File: config.mk
export PLATFORM = sky130hd
export DESIGN_NAME = hilo_unit
export DESIGN_NICKNAME = d
export VERILOG_FILES = /design/src/rtl/hilo_pkg.sv /design/src/rtl/hilo_decode.sv /design/src/rtl/hilo_mac.sv /design/src/rtl/hilo_div.sv /design/src/rtl/hilo_unit.sv
export SDC_FILE = /design/constraint.sdc
export NUM_CORES = 2
export LEC_CHECK = 0
export BUFFER_PORTS_ARGS = -buffer_cell sky130_fd_sc_hd__buf_2
export CORE_ASPECT_RATIO = 0.6
export CORE_UTILIZATION = 60
export CTS_BUF_LIST = sky130_fd_sc_hd__clkbuf_4
export DETAILED_ROUTE_END_ITERATION = 6
export PLACE_DENSITY = 0.82
export SETUP_SLACK_MARGIN = 0.02
export SLEW_MARGIN = 20
export SYNTH_ARGS = -nofsm -noshare
export SYNTH_HDL_FRONTEND = slang
export SYNTH_SLANG_ARGS = --single-unit
File: constraint.sdc
create_clock -name clk -period 12.2 [get_ports clk]
set_input_delay 1.22 -clock clk [delete_from_list [all_inputs] [get_ports clk]]
set_output_delay 1.22 -clock clk [all_outputs]
set_load 0.05 [all_outputs]
File: src/rtl/hilo_pkg.sv
package hilo_pkg;

    typedef enum logic [3:0] {
        OP_NONE,
        OP_MFHI,
        OP_MTHI,
        OP_MFLO,
        OP_MTLO,
        OP_MULT,
        OP_MULTU,
        OP_DIV,
        OP_DIVU,
        OP_MADD,
        OP_MADDU,
        OP_MSUB,
        OP_MSUBU,
        OP_MUL3
    } hilo_op_e;

    typedef struct packed {
        hilo_op_e op;
        logic     is_div;
        logic     is_sgn;
        logic     to_gpr;
    } hilo_dec_t;

    function automatic hilo_op_e map_func(input logic grp, input logic [5:0] func);
        hilo_op_e r;
        r = OP_NONE;
        if (!grp) begin
            case (func)
                6'h10: r = OP_MFHI;
                6'h11: r = OP_MTHI;
                6'h12: r = OP_MFLO;
                6'h13: r = OP_MTLO;
                6'h18: r = OP_MULT;
                6'h19: r = OP_MULTU;
                6'h1A: r = OP_DIV;
                6'h1B: r = OP_DIVU;
                default: r = OP_NONE;
            endcase
        end else begin
            case (func)
                6'h00: r = OP_MADD;
                6'h01: r = OP_MADDU;
                6'h02: r = OP_MUL3;
                6'h04: r = OP_MSUB;
                6'h05: r = OP_MSUBU;
                default: r = OP_NONE;
            endcase
        end
        return r;
    endfunction

    function automatic logic op_signed(input hilo_op_e op);
        return (op == OP_MULT) || (op == OP_DIV) || (op == OP_MADD) ||
               (op == OP_MSUB) || (op == OP_MUL3);
    endfunction

endpackage

File: src/rtl/hilo_decode.sv
module hilo_decode
    import hilo_pkg::*;
(
    input  logic       grp,
    input  logic [5:0] func,
    output hilo_dec_t  dec
);
    always_comb begin
        dec.op     = map_func(grp, func);
        dec.is_div = (dec.op == OP_DIV) || (dec.op == OP_DIVU);
        dec.is_sgn = op_signed(dec.op);
        dec.to_gpr = (dec.op == OP_MFHI) || (dec.op == OP_MFLO) || (dec.op == OP_MUL3);
    end
endmodule

File: src/rtl/hilo_mac.sv
module hilo_mac
    import hilo_pkg::*;
#(
    parameter int XLEN = 32
) (
    input  hilo_op_e              op,
    input  logic                  sgn,
    input  logic [XLEN-1:0]       a,
    input  logic [XLEN-1:0]       b,
    input  logic [2*XLEN-1:0]     acc,
    output logic [2*XLEN-1:0]     acc_next,
    output logic [XLEN-1:0]       prod_low
);
    localparam int PW = 2 * XLEN;

    logic [PW-1:0] ext_a;
    logic [PW-1:0] ext_b;
    logic [PW-1:0] prod;

    // one shared multiplier: operands extended by the signedness flag
    assign ext_a = {{XLEN{sgn & a[XLEN-1]}}, a};
    assign ext_b = {{XLEN{sgn & b[XLEN-1]}}, b};
    assign prod  = ext_a * ext_b;
    assign prod_low = prod[XLEN-1:0];

    always_comb begin
        case (op)
            OP_MULT, OP_MULTU: acc_next = prod;
            OP_MADD, OP_MADDU: acc_next = acc + prod;
            OP_MSUB, OP_MSUBU: acc_next = acc - prod;
            default:           acc_next = acc;
        endcase
    end
endmodule

File: src/rtl/hilo_div.sv
module hilo_div #(
    parameter int XLEN = 32
) (
    input  logic            clk,
    input  logic            rst,
    input  logic            start,
    input  logic            sgn,
    input  logic [XLEN-1:0] dividend,
    input  logic [XLEN-1:0] divisor,
    output logic            active_o,
    output logic            done_o,
    output logic [XLEN-1:0] quo_o,
    output logic [XLEN-1:0] rem_o
);
    localparam int CW = $clog2(XLEN);
    localparam logic [CW-1:0] LAST = CW'(XLEN - 1);

    logic            active;
    logic [CW-1:0]   cnt;
    logic [XLEN-1:0] quo;
    logic [XLEN-1:0] rem;
    logic [XLEN-1:0] dvs;
    logic            neg_q;
    logic            neg_r;

    logic [XLEN:0]   shifted;
    logic [XLEN:0]   diff;
    logic            take;
    logic [XLEN-1:0] rem_n;
    logic [XLEN-1:0] quo_n;

    logic            a_neg;
    logic            b_neg;

    assign a_neg = sgn & dividend[XLEN-1];
    assign b_neg = sgn & divisor[XLEN-1];

    // one restoring step per cycle
    assign shifted = {rem, quo[XLEN-1]};
    assign diff    = shifted - {1'b0, dvs};
    assign take    = ~diff[XLEN];
    assign rem_n   = take ? diff[XLEN-1:0] : shifted[XLEN-1:0];
    assign quo_n   = {quo[XLEN-2:0], take};

    assign active_o = active;
    assign done_o   = active && (cnt == LAST);
    assign quo_o    = neg_q ? (~quo_n + 1'b1) : quo_n;
    assign rem_o    = neg_r ? (~rem_n + 1'b1) : rem_n;

    always_ff @(posedge clk) begin
        if (rst) begin
            active <= 1'b0;
            cnt    <= '0;
            quo    <= '0;
            rem    <= '0;
            dvs    <= '0;
            neg_q  <= 1'b0;
            neg_r  <= 1'b0;
        end else if (start && !active) begin
            active <= 1'b1;
            cnt    <= '0;
            quo    <= a_neg ? (~dividend + 1'b1) : dividend;
            dvs    <= b_neg ? (~divisor + 1'b1) : divisor;
            rem    <= '0;
            neg_q  <= a_neg ^ b_neg;
            neg_r  <= a_neg;
        end else if (active) begin
            quo <= quo_n;
            rem <= rem_n;
            cnt <= cnt + 1'b1;
            if (cnt == LAST) active <= 1'b0;
        end
    end


    div_len_chk: assert property (@(posedge clk) disable iff (rst)
        $fell(active) |-> ($past(cnt) == LAST));


    div_start_chk: assert property (@(posedge clk) disable iff (rst)
        $rose(active) |-> (cnt == '0));

endmodule

File: src/rtl/hilo_unit.sv
module hilo_unit
    import hilo_pkg::*;
#(
    parameter int XLEN = 32
) (
    input  logic            clk,
    input  logic            rst,
    input  logic            req_valid,
    output logic            req_ready,
    input  logic            req_grp,
    input  logic [5:0]      req_func,
    input  logic [XLEN-1:0] req_a,
    input  logic [XLEN-1:0] req_b,
    output logic            busy,
    output logic            rd_valid,
    output logic [XLEN-1:0] rd_data,
    output logic [XLEN-1:0] hi_o,
    output logic [XLEN-1:0] lo_o
);
    localparam int PW = 2 * XLEN;

    hilo_dec_t       dec;
    logic            acc_en;
    logic [XLEN-1:0] hi_q;
    logic [XLEN-1:0] lo_q;
    logic [PW-1:0]   mac_next;
    logic [XLEN-1:0] mac_low;
    logic            div_start;
    logic            div_active;
    logic            div_done;
    logic [XLEN-1:0] div_quo;
    logic [XLEN-1:0] div_rem;

    hilo_decode u_dec (
        .grp  (req_grp),
        .func (req_func),
        .dec  (dec)
    );

    hilo_mac #(.XLEN(XLEN)) u_mac (
        .op       (dec.op),
        .sgn      (dec.is_sgn),
        .a        (req_a),
        .b        (req_b),
        .acc      ({hi_q, lo_q}),
        .acc_next (mac_next),
        .prod_low (mac_low)
    );

    assign div_start = acc_en && dec.is_div && (req_b != '0);

    hilo_div #(.XLEN(XLEN)) u_div (
        .clk      (clk),
        .rst      (rst),
        .start    (div_start),
        .sgn      (dec.is_sgn),
        .dividend (req_a),
        .divisor  (req_b),
        .active_o (div_active),
        .done_o   (div_done),
        .quo_o    (div_quo),
        .rem_o    (div_rem)
    );

    assign busy      = div_active;
    assign req_ready = ~div_active;
    assign acc_en    = req_valid && req_ready;
    assign hi_o      = hi_q;
    assign lo_o      = lo_q;

    always_ff @(posedge clk) begin
        if (rst) begin
            hi_q     <= '0;
            lo_q     <= '0;
            rd_valid <= 1'b0;
            rd_data  <= '0;
        end else begin
            rd_valid <= 1'b0;
            if (div_done) begin
                hi_q <= div_rem;
                lo_q <= div_quo;
            end else if (acc_en) begin
                case (dec.op)
                    OP_MTHI: hi_q <= req_a;
                    OP_MTLO: lo_q <= req_a;
                    OP_MFHI: begin
                        rd_valid <= 1'b1;
                        rd_data  <= hi_q;
                    end
                    OP_MFLO: begin
                        rd_valid <= 1'b1;
                        rd_data  <= lo_q;
                    end
                    OP_MUL3: begin
                        rd_valid <= 1'b1;
                        rd_data  <= mac_low;
                    end
                    OP_MULT, OP_MULTU, OP_MADD, OP_MADDU, OP_MSUB, OP_MSUBU:
                        {hi_q, lo_q} <= mac_next;
                    default: ;
                endcase
            end
        end
    end


    zero_div_chk: assert property (@(posedge clk) disable iff (rst)
        (req_valid && req_ready && dec.is_div && req_b == '0)
        |=> (!busy && $stable(hi_q) && $stable(lo_q)));


    move_from_hi_chk: assert property (@(posedge clk) disable iff (rst)
        (req_valid && req_ready && dec.op == OP_MFHI)
        |=> (rd_valid && rd_data == $past(hi_q)));


    mul3_keep_chk: assert property (@(posedge clk) disable iff (rst)
        (req_valid && req_ready && dec.op == OP_MUL3)
        |=> (rd_valid && $stable(hi_q) && $stable(lo_q)));


    unknown_func_chk: assert property (@(posedge clk) disable iff (rst)
        (req_valid && req_ready && dec.op == OP_NONE)
        |=> (!rd_valid && $stable(hi_q) && $stable(lo_q)));


    no_result_while_busy_chk: assert property (@(posedge clk) disable iff (rst)
        rd_valid |-> !$past(busy));

endmodule

==> results.json <==
{
  "cts.sinks": 201,
  "violations": "design-rule violations",
  "max_stage_delay_ps": 560,
  "grt_overflow": 0,
  "critPathTopFamily": "adder cells",
  "multiInputGateArea_sq_mm": 0.0488,
  "vias": 55584,
  "cp.required_ps": 12980,
  "status": "complete, but fails checks",
  "synth-main-ff-cell": "dfxtp_1",
  "grt_pass1_vias": 56345,
  "final_common_cell": "inv_1",
  "utilization_pct": 69.6,
  "end_kind": "register",
  "wl_um": 230000,
  "path_class": "primary input to register",
  "area_growth_syn_to_layout_pct": 14.9,
  "critPathBufInv": 12,
  "worstMarginPinSlew_ps": 1130,
  "clk_pin_slew_ps": 80,
  "min_period_ps": 11950,
  "synth_cell_types": 103,
  "tritoncts": "done",
  "syn_area_per_cell_sq_um": 8.28,
  "port_buffers": 172,
  "design_area_sq_mm": 0.0669,
  "layout_common_cells": "1154 x inv_1, 1119 x fa_1, 1046 x nand2_1",
  "drive_gt1_share_pct": 16.4,
  "ant_nets": 0,
  "cp_data_arrival_time_ps": 12730,
  "start_util_pct": 60.6,
  "start_kind": "primary input",
  "drt_pass1_iterations": 7,
  "fmax_mhz": 83.7,
  "min_period_over_period_pct": 98.0,
  "drc": 2,
  "hold_path.class": "register to register",
  "die_h_um": 243,
  "skew_ps": 84.1,
  "place_area_sq_mm": 0.0656,
  "insertion_delay_ps": 900,
  "ys_ff_latch": 201,
  "place_congestion": 1.07,
  "antenna_found_initial": 45,
  "setup_viol": 0,
  "seq_area_sq_mm": 0.00403,
  "netlist_instances": 7036,
  "synthArstFlopShare_pct": 0,
  "ys_seq_area_share_pct": 6.91,
  "syn-num-nets": 8556,
  "die_area_sq_mm": 0.0984,
  "synth_area_sq_mm": 0.0583,
  "drt-initial-drc-count": 7232,
  "htree_levels": 2,
  "grt_use_total_pct": 46.9,
  "synth_edf_count": 0,
  "hold_violations": 0,
  "num_rows": 88,
  "cp_common_cell": "fa_1",
  "dpl.hpwl_um": 191000,
  "fin_hold_ws_ps": 473,
  "io_pins": 173,
  "wl_per_cell_um": 25.5,
  "drt-vias-per-instance": 6.17,
  "grt_pass1_wl_um": 346000,
  "die_w_um": 404,
  "numCtsBuffers": 49,
  "core_sq_mm": 0.0961,
  "root_buffer": "clkbuf_4",
  "critical_path.max_fanout": 20,
  "maxCapViolations": 0,
  "cpMaxStageDelayCell": "fa_1",
  "slew_headroom_pct": 24.9,
  "yosys_warnings": 0,
  "grt_max_degree": 92,
  "clk_path_buf_depth": 3,
  "nets": 9154,
  "drv_slew": 0,
  "nFillCells": 7491
}
==> cell type report <==
cell class              count  area share, %
multi-input cells        5208           72.9
repair buffers           1014           11.0
inverters                1160           6.51
flip-flops and latches    201           6.02
well taps                1305           2.44
clock buffers              66          0.740
clock inverters            16          0.219
diodes                     36          0.135
==> worst reg2reg max path, cell delays in order, from the launching register on <==
cell      delay (ps)
dfxtp_1          360
inv_1             70
ha_1             160
inv_1             50
fa_1             430
a211oi_1         510
o21a_1           260
o21ba_2          210
o31ai_2          130
o2111a_1         310
o31ai_1          500
mux2_4           430
inv_2            140
buf_4            540
ha_1             350
nand2_1          110
or2_0            360
or3_1            460
nand2b_1         200
nand2b_1         280
o31ai_1          300
xor2_1           380
a211oi_1         130
==> sequential cells by signal (all words and copies together), names as in the netlist <==
| name | count |
|---|---|
| rd_valid | 1 |
| hi_o | 32 |
| u_div.rem | 32 |
| u_div.neg_r | 1 |
| rd_data | 32 |
| u_div.active_o | 1 |
| u_div.dvs | 32 |
| u_div.quo | 32 |
| u_div.neg_q | 1 |
| lo_o | 32 |
| u_div.cnt | 5 |
==> metal layers <==
metal | global-route usage [%] | part of all wire [%] | vias up
met5 | 0 | 0.039 | -
li1 | - | - | 23628
met4 | 21.9 | 5.6 | 14
met3 | 16.4 | 15 | 763
met2 | 64.2 | 39 | 3929
met1 | 66.3 | 40 | 27250
==> through the flow <==
step	setup WS, ps	setup TNS, ps	cells
floorplan	-12.2	-12.2	7036
global placement	-957	-8280	8869
detailed placement	-1070	-9970	8869
CTS	21.4	0	8951
global route	-9.73	-16.2	8999
finish	249	0	9006
==> Yosys cell counts (32+ instances only) <==
| library cell | number | area [sq um] |
|---|---|---|
| inv_1 | 1159 | 4350 |
| fa_1 | 1127 | 22600 |
| nand2_1 | 1056 | 3960 |
| nor2_1 | 373 | 1400 |
| clkbuf_1 | 367 | 1380 |
| ha_1 | 319 | 3990 |
| and2_1 | 312 | 1950 |
| a21oi_1 | 293 | 1470 |
| a211oi_1 | 225 | 1690 |
| dfxtp_1 | 201 | 4020 |
| o21ai_0 | 176 | 881 |
| xnor2_1 | 167 | 1460 |
| xor2_1 | 161 | 1410 |
| a21o_1 | 83 | 623 |
| nand3_1 | 76 | 380 |
| nor3_1 | 76 | 380 |
| buf_1 | 68 | 255 |
| and3_1 | 53 | 332 |
| nor2b_1 | 48 | 300 |
| nand2b_1 | 42 | 263 |
| nand4_1 | 41 | 257 |
| o31ai_1 | 41 | 308 |
| o211ai_1 | 40 | 300 |
| a31oi_1 | 39 | 244 |
| mux2i_1 | 33 | 330 |
| a22oi_1 | 32 | 240 |
==> worst paths after layout <==
check	start	to	slack, ps	cells after the start
max	req_a[14]	hi_o[31]	250	43
min	u_div.dvs[31]	u_div.dvs[31]	470	2
max reg2reg	u_div.quo[31]	lo_o[28]	5330	22
min reg2reg	u_div.dvs[31]	u_div.dvs[31]	470	2
==> repair_timing <==
action                                  CTS  global route
gates cloned                              0             0
pin swaps                                 1            59
gates resized for setup                   5           110
hold buffers                              0             0
endpoints found under the setup margin    5            15
setup buffers                             0            19
==> logic make-up after synthesis <==
kind of cell	count (synthesis)	synth area share (%)
AND/OR/NAND/NOR	2210	17.6
buffers and inverters	1627	10.6
adder cells (fa/ha/maj)	1446	45.6
AO/OA/AOI/OAI	1187	13.7
XOR/XNOR	330	4.99
flip-flops	201	6.91
multiplexers	35	0.612
Power is not shown: default switching activity piles up to over one toggle a cycle in this logic, so the estimate is an artifact.
